**config.mk**
```make
export PLATFORM = sky130hd
export DESIGN_NAME = mqw_write_selector
export DESIGN_NICKNAME = d
export VERILOG_FILES = /design/src/rtl/mqw_pkg.sv /design/src/rtl/mqw_sel_decode.sv /design/src/rtl/mqw_sel_pipe.sv /design/src/rtl/mqw_wr_issue.sv /design/src/rtl/mqw_write_selector.sv
export SDC_FILE = /design/constraint.sdc
export NUM_CORES = 1
export LEC_CHECK = 0
export BUFFER_PORTS_ARGS = -buffer_cell sky130_fd_sc_hd__buf_4
export CAP_MARGIN = 20
export CORE_MARGIN = 4
export CORE_UTILIZATION = 43
export DETAILED_ROUTE_END_ITERATION = 8
export PLACE_DENSITY_LB_ADDON = 0.3
export SETUP_SLACK_MARGIN = 0.02
export SYNTH_ARGS = -nofsm -noshare
export SYNTH_HDL_FRONTEND = slang
export SYNTH_SLANG_ARGS = --single-unit
```
**constraint.sdc**
```tcl
create_clock -name clk -period 0.95 [get_ports clk]
set_input_delay 0.1425 -clock clk [delete_from_list [all_inputs] [get_ports clk]]
set_output_delay 0.1425 -clock clk [all_outputs]
set_load 0.02 [all_outputs]
```
**src/rtl/mqw_pkg.sv**
```systemverilog
package mqw_pkg;

    localparam int unsigned QUEUE_AW = 5;
    localparam int unsigned DEVID_W  = 3;
    localparam int unsigned ADDR_W   = QUEUE_AW + DEVID_W;
    localparam int unsigned DATA_W   = 36;
    localparam int unsigned SEL_LAT  = 2;
    localparam int unsigned NSTG     = SEL_LAT - 1;

    typedef enum logic [1:0] {
        SEL_NONE = 2'd0,
        SEL_HIT  = 2'd1,
        SEL_MISS = 2'd2
    } sel_kind_e;

    typedef struct packed {
        sel_kind_e             kind;
        logic [QUEUE_AW-1:0]   idx;
    } sel_t;

    function automatic sel_t decode_addr(input logic [ADDR_W-1:0] addr,
                                         input logic [DEVID_W-1:0] id);
        sel_t s;
        s.idx  = addr[QUEUE_AW-1:0];
        s.kind = (addr[ADDR_W-1:QUEUE_AW] == id) ? SEL_HIT : SEL_MISS;
        return s;
    endfunction

endpackage

```
**src/rtl/mqw_sel_decode.sv**
```systemverilog
module mqw_sel_decode
    import mqw_pkg::*;
(
    input  logic               clk,
    input  logic               rst,
    input  logic               cfg_done,
    input  logic [DEVID_W-1:0] dev_id,
    input  logic               sel_en,
    input  logic               flag_stb,
    input  logic [ADDR_W-1:0]  wr_addr,
    output logic               accept,
    output sel_t               dec,
    output logic               sel_err
);

    logic collide;

    always_comb begin
        collide = sel_en & flag_stb;
        accept  = sel_en & cfg_done & ~flag_stb;
        dec     = decode_addr(wr_addr, dev_id);
    end

    always_ff @(posedge clk) begin
        if (rst) begin
            sel_err <= 1'b0;
        end else begin
            sel_err <= collide;
        end
    end

endmodule

```
**src/rtl/mqw_sel_pipe.sv**
```systemverilog
module mqw_sel_pipe
    import mqw_pkg::*;
(
    input  logic clk,
    input  logic rst,
    input  logic accept,
    input  sel_t dec,
    output sel_t cur
);

    logic [NSTG-1:0] stg_v;
    sel_t            stg_s [NSTG];

    always_ff @(posedge clk) begin
        if (rst) begin
            stg_v    <= '0;
            cur.kind <= SEL_NONE;
            cur.idx  <= '0;
        end else begin
            stg_v[0] <= accept;
            stg_s[0] <= dec;
            for (int k = 1; k < NSTG; k++) begin
                stg_v[k] <= stg_v[k-1];
                stg_s[k] <= stg_s[k-1];
            end
            if (stg_v[NSTG-1]) begin
                cur <= stg_s[NSTG-1];
            end
        end
    end

endmodule

```
**src/rtl/mqw_wr_issue.sv**
```systemverilog
module mqw_wr_issue
    import mqw_pkg::*;
(
    input  logic              clk,
    input  logic              rst,
    input  logic              wr_en_n,
    input  sel_t              cur,
    input  logic [DATA_W-1:0] wr_data,
    output logic              q_wr,
    output logic [QUEUE_AW-1:0] q_idx,
    output logic [DATA_W-1:0] q_data
);

    logic go;

    always_comb begin
        go = ~wr_en_n & (cur.kind == SEL_HIT);
    end

    always_ff @(posedge clk) begin
        if (rst) begin
            q_wr   <= 1'b0;
            q_idx  <= '0;
            q_data <= '0;
        end else begin
            q_wr <= go;
            if (go) begin
                q_idx  <= cur.idx;
                q_data <= wr_data;
            end
        end
    end

endmodule

```
**src/rtl/mqw_write_selector.sv**
```systemverilog
module mqw_write_selector
    import mqw_pkg::*;
(
    input  logic                clk,
    input  logic                rst,
    input  logic                cfg_done,
    input  logic [DEVID_W-1:0]  dev_id,
    input  logic                sel_en,
    input  logic                flag_stb,
    input  logic                wr_en_n,
    input  logic [ADDR_W-1:0]   wr_addr,
    input  logic [DATA_W-1:0]   wr_data,
    output logic                q_wr,
    output logic [QUEUE_AW-1:0] q_idx,
    output logic [DATA_W-1:0]   q_data,
    output logic                sel_err
);

    logic accept;
    sel_t dec;
    sel_t cur;

    mqw_sel_decode u_dec (
        .clk      (clk),
        .rst      (rst),
        .cfg_done (cfg_done),
        .dev_id   (dev_id),
        .sel_en   (sel_en),
        .flag_stb (flag_stb),
        .wr_addr  (wr_addr),
        .accept   (accept),
        .dec      (dec),
        .sel_err  (sel_err)
    );

    mqw_sel_pipe u_pipe (
        .clk    (clk),
        .rst    (rst),
        .accept (accept),
        .dec    (dec),
        .cur    (cur)
    );

    mqw_wr_issue u_issue (
        .clk     (clk),
        .rst     (rst),
        .wr_en_n (wr_en_n),
        .cur     (cur),
        .wr_data (wr_data),
        .q_wr    (q_wr),
        .q_idx   (q_idx),
        .q_data  (q_data)
    );

endmodule

```
==> results of run 1 <==
==> critical path: stages, from the launching register on <==
cell	delay [ns]
dfxtp_2	0.33
nor3b_4	0.20
buf_6	0.19
buf_12	0.14
mux2i_2	0.23
==> per-stage QoR <==
stage               hold slack [ns]  instance area, um^2  utilization (%)  total power, mW
finish                      0.05360                 4028            72.70            5.047
global route                0.05037                 4028            72.70            5.275
CTS                         0.03741                 3812            68.81            5.100
detailed placement           0.3207                 3248            58.63            3.058
global placement             0.3138                 3248            58.63            3.052
floorplan                    0.2182                 2470                -            2.822
==> repair_timing <==
action                                 CTS  global route
endpoints found under the hold margin    6             0
hold buffers                             6             0
buffers inserted                         7            20
setup endpoints to repair               84            85
cloned                                   2             2
resized for setup                       88             6
==> state kept, by name, summed over array words and instances (netlist names) <==
signal and cells:
u_pipe.cur 7, u_issue.q_idx 5, u_pipe.stg_s 7, u_issue.q_wr 1
u_pipe.stg_v 1, u_dec.sel_err 1, u_issue.q_data 36
==> power by group <==
part	internal, mW	switching, mW
registers	2.53	0.0220
clock network	1.08	0.900
logic	0.335	0.178
==> layout by cell type (no fill, tap or decap) <==
cell type,n
and2_1,1
and3_1,2
buf_12,5
buf_16,2
buf_4,79
buf_6,44
clkbuf_1,2
clkbuf_16,2
clkbuf_8,11
clkinv_2,3
clkinvlp_4,1
dfxtp_1,6
dfxtp_2,45
dlygate4sd3_1,6
edfxtp_1,7
mux2i_1,46
mux2i_2,1
mux2i_4,1
nand2b_1,82
nand3_1,1
nor2_1,7
nor3b_4,1
nor4bb_1,1
xnor2_1,3
==> worst paths after layout <==
check / start / slack (ns) / cells after the start / end
worst min-delay path: sel_en / 0.05 / 2 / u_dec.sel_err
worst max-delay path: u_pipe.cur[6] / -0.23 / 4 / u_issue.q_data[11]
worst max register to register: u_pipe.cur[6] / -0.23 / 4 / u_issue.q_data[11]
worst min register to register: u_pipe.cur[4] / 0.47 / 2 / u_issue.q_idx[4]
==> final cells by class <==
class                           instances  area (um^2)
Clock buffer                           13        158.9
Clock inverter                          3        15.01
Fill cell                             389         1513
Inverter                                1        7.507
Multi-Input combinational cell        146         1115
Sequential cell                        58         1287
Tap cell                               72        90.09
Timing Repair Buffer                  138         1354
==> per-layer routing <==
| layer | global-route usage (%) | share of wire (%) |
|---|---|---|
| met5 | 0 | 0 |
| met4 | 6.287 | 1.3 |
| met3 | 6.219 | 7.6 |
| met2 | 25.89 | 49 |
| met1 | 18.94 | 42 |
==> cell families (layout without fill, tap and decap cells) <==
logic type,Yosys count,count (layout)
XOR/XNOR,3,3
buffers and inverters,17,155
multiplexers,48,48
AND/OR/NAND/NOR,95,95
flip-flops,58,58
==> results.toml, run 1 <==
[grt]
grt_pass1_wl_um = 9045
grt_start_max_net_pins = 53
track_usage_pct = 15.96
grt_pass1_vias = 1901
globalRouteOverflowTotal = 0
antenna_found_initial = 0

[clocking]
cts_tree = "done"
root_buffer = "clkbuf_8"
clk_pin_slew_ns = 0.07
cts_buffer_depth = 2
htreeDepth = 3
cts_buffers = 9
clock_sink_count = 58
clkLatencyLatePin_ns = 0.32

[placed_design]
place_ws_ns = -0.2209
dp.cells = 378
place_congestion = 0.7257
dp_hpwl_um = 3557
io_buffers = 95

[logic_synthesis]
yosys_warnings = 0
ys_seq_area_share_pct = 49.92
synthAdderAreaFrac_pct = 0
ys_top_cells_by_area = "dfxtp_1 41%, nand2b_1 21%, mux2i_1 19%"
synth_commonest_cells = "82 x nand2b_1, 51 x dfxtp_1, 48 x mux2i_1, 8 x clkbuf_1"
syn-num-nets = 274
synthMuxAreaShare_pct = 19.48
synth_simple_gate_area_share_pct = 23.74
synth.distinct_cells = 17
syn_area_um2 = 2466
synth_cells = 221
yosys.area.top_type = "dfxtp_1"
syn_avg_cell_area_um2 = 11.16
synth_edf_count = 7
synth_compound_area_share_pct = 0
synth_ff_type = "dfxtp_1"
synth-async-reset-ratio_pct = 0
synth_top_area_share_pct = 41.40
ys_ff_latch = 58
synth_xor_xnor_area_share_pct = 1.065
synth_top_family_by_area = "simple AND/OR/NAND/NOR gates"
synth.most_common_cell = "nand2b_1"

[timing]
fin_crit_sh_pct = 124.7
worst_clock_skew_ns = 0.005944
rsz0062_at_grt = "true"
max_freq_mhz = 844.3
worst_pin_slew_ns = 0.2194
slew_headroom_pct = 85.17
maxSlewViolCount = 0
setup_viol = 42
final.setup.worst_slack_ns = -0.2344
hold_violations = 0
tns_ns = -6.962
fin_crit_ns = 1.184

[power_and_ir_drop]
pwr_density_cell_nw_per_um2 = 1253
vdd_ir_drop_max_v = 0.0008549
p_leak_nw = 1.659

[final_layout]
num-nets-final = 407
antenna_cells = 0
final_cells = 431
drive_above_1_share_pct = 54.32
area_delta_synth_final_pct = 63.32

[drt]
vias_per_cell = 4.515
drc_errors = 0
drt_iter0_drc = 52
wl_um = 5689
final_antenna_net_count = 0
num_vias = 1946
drtPass1Iterations = 4
wl_per_cell_um = 13.20

[die]
num_rows = 27
dieArea_um2 = 7011
die_w_um = 83.73
coreArea_um2 = 5540
start_util_pct = 44.51
die_h_um = 83.73
ios = 96

[setup_path]
cp-end-kind = "register"
critPathLaunchType = "register"
crit_required_ns = 1.18
crit_arrival_ns = 1.42
critPathMaxFanout = 6
critPathKind = "register to register"

[worst_hold_path]
min_path_type = "input port to register"

[run_status]
violations = "negative setup slack"
outcome = "finished with violations"

[job]
maxCapViolCount = 0
Power figures use the tool's default switching activity.
==> run 2: changes to the inputs <==
RECOVER_POWER = 50   (was unset)
==> results.toml, run 2 (synthesis results as in run 1) <==
[run_status]
outcome = "finished with violations"
violations = "negative setup slack"

[timing]
final.setup.worst_slack_ns = -0.2336
fin_crit_ns = 1.184
worst_clock_skew_ns = 0.006370
fin_crit_sh_pct = 124.6
max_freq_mhz = 844.8
whs_ns = 0.05322
hold_violations = 0
maxSlewViolCount = 0
worst_pin_slew_ns = 0.3472
setup_viol = 42
rsz0062_at_grt = "true"
slew_headroom_pct = 76.72

[clocking]
cts_buffers = 9
htreeDepth = 3
clk_pin_slew_ns = 0.07
cts_buffer_depth = 2
cts_tree = "done"
clock_sink_count = 58
clkLatencyLatePin_ns = 0.32
root_buffer = "clkbuf_8"

[final_layout]
num-nets-final = 407
fill_cells = 391
final_core_util_pct = 72.61
mostFrequentLayoutCell = "nand2b_1"
biggestRegsByFlops = "u_issue.q_data (36), u_pipe.cur (7), u_pipe.stg_s (7)"
drive_above_1_share_pct = 54.32
final_cell_mix = "82 x nand2b_1, 71 x buf_4, 46 x mux2i_1, 45 x dfxtp_2, 44 x buf_6"
antenna_cells = 0
final_cells = 431
largest_register_ff_count = 36
top_register = "u_issue.q_data"
area_delta_synth_final_pct = 63.12
final_area_um2 = 4023

[placed_design]
dpl_cell_area_um2 = 3248
dp_hpwl_um = 3557
io_buffers = 95
dp.cells = 378
place_congestion = 0.7257

[drt]
wl_per_cell_um = 13.19
vias_per_cell = 4.513
num_vias = 1945
final_antenna_net_count = 0
drt_iter0_drc = 51
drc_errors = 0
wl_um = 5683
drtPass1Iterations = 4

[die]
ios = 96
num_rows = 27
die_w_um = 83.73
die_h_um = 83.73
start_util_pct = 44.51
dieArea_um2 = 7011
coreArea_um2 = 5540

[setup_path]
critPathMaxFanout = 6
crit_required_ns = 1.18
critPathKind = "register to register"
cp-end-kind = "register"
r2r_cells = 4
r2r-start = "u_pipe.cur[6]"
critPathLaunchType = "register"
rrSetupSlack_ns = -0.23
crit_arrival_ns = 1.41
rr_endpoint = "u_issue.q_data[11]"

[worst_hold_path]
hold_depth = 2
holdPathEnd = "u_dec.sel_err"
min_path_type = "input port to register"
min-delay-start = "sel_en"

[grt]
track_usage_pct = 15.96
grt_pass1_wl_um = 9045
globalRouteOverflowTotal = 0
antenna_found_initial = 0
grt_pass1_vias = 1901
grt_start_max_net_pins = 53

[power_and_ir_drop]
pwr_density_cell_nw_per_um2 = 1253
p_leak_nw = 1.657
power_mw = 5.042
vdd_ir_drop_max_v = 0.0008546

[job]
maxCapViolCount = 0
-- run 2: cell types whose count changed in the layout (fill, tap and decap cells not counted), sizes merged --
cell    previous run  this run
buf              130       122
clkbuf            15        23
-- run 2: layout make-up --
class / count / area [um^2] / area share (%)
clock buffer: 13 / 158.9 / 3.950
inverter: 1 / 5.005 / 0.1244
sequential: 58 / 1287 / 32.01
timing repair buffer: 138 / 1351 / 33.59
multi-input combinational: 146 / 1115 / 27.71
tap: 72 / 90.09 / 2.240
clock inverter: 3 / 15.01 / 0.3733
-- run 2: how the worst max path moves through the flow --
stage | from | endpoint | slack [ns] | depth (start not counted)
after detailed placement | u_pipe.cur[5] | u_issue.q_data[9] | -0.22 | 3
after CTS | u_pipe.cur[5] | u_issue.q_data[17] | -0.21 | 4
after floorplan | u_pipe.cur[6] | u_issue.q_data[0] | -0.05 | 4
after global placement | u_pipe.cur[5] | u_issue.q_data[3] | -0.15 | 3
after global routing | u_pipe.cur[6] | u_issue.q_data[11] | -0.26 | 4
final | u_pipe.cur[6] | u_issue.q_data[11] | -0.23 | 4
-- run 2: per-layer routing --
layer | track usage [%] | wire length (um) | vias to the layer above | share of wire, %
li1 | - | - | 984 | -
met2 | 25.89 | 2814 | 65 | 50
met3 | 6.219 | 427 | 9 | 7.5
met1 | 18.94 | 2365 | 887 | 42
met5 | 0 | 0 | - | 0
met4 | 6.287 | 76 | 0 | 1.3
-- run 2: timing repair --
| action | CTS | global route |
|---|---|---|
| hold buffers | 6 | 0 |
| setup endpoints to repair | 84 | 85 |
| endpoints found under the hold margin | 6 | 0 |
| setup buffers | 7 | 20 |
| resized for setup | 88 | 6 |
| cloned | 2 | 2 |
-- run 2: metrics by stage --
step | setup TNS, ns | worst slack (ns)
finish | -6.935 | -0.2336
detailed placement | -7.760 | -0.2209
CTS | -6.287 | -0.2088
global route | -8.773 | -0.2555
floorplan | -1.916 | -0.04970
global placement | -5.694 | -0.1487
-- run 2: report_power, final --
part           leakage, nW  total [mW]  switching [mW]  internal, mW
sequential           0.503        2.56          0.0220          2.53
clock               0.0932        1.98           0.900          1.08
combinational         1.06       0.508           0.177         0.331
total                 1.66        5.04            1.10          3.94
-- run 2: worst max-delay path, stage by stage, from the launching register on --
cell	delay, ns
dfxtp_2	0.33
nor3b_4	0.20
buf_6	0.19
buf_12	0.14
mux2i_2	0.23
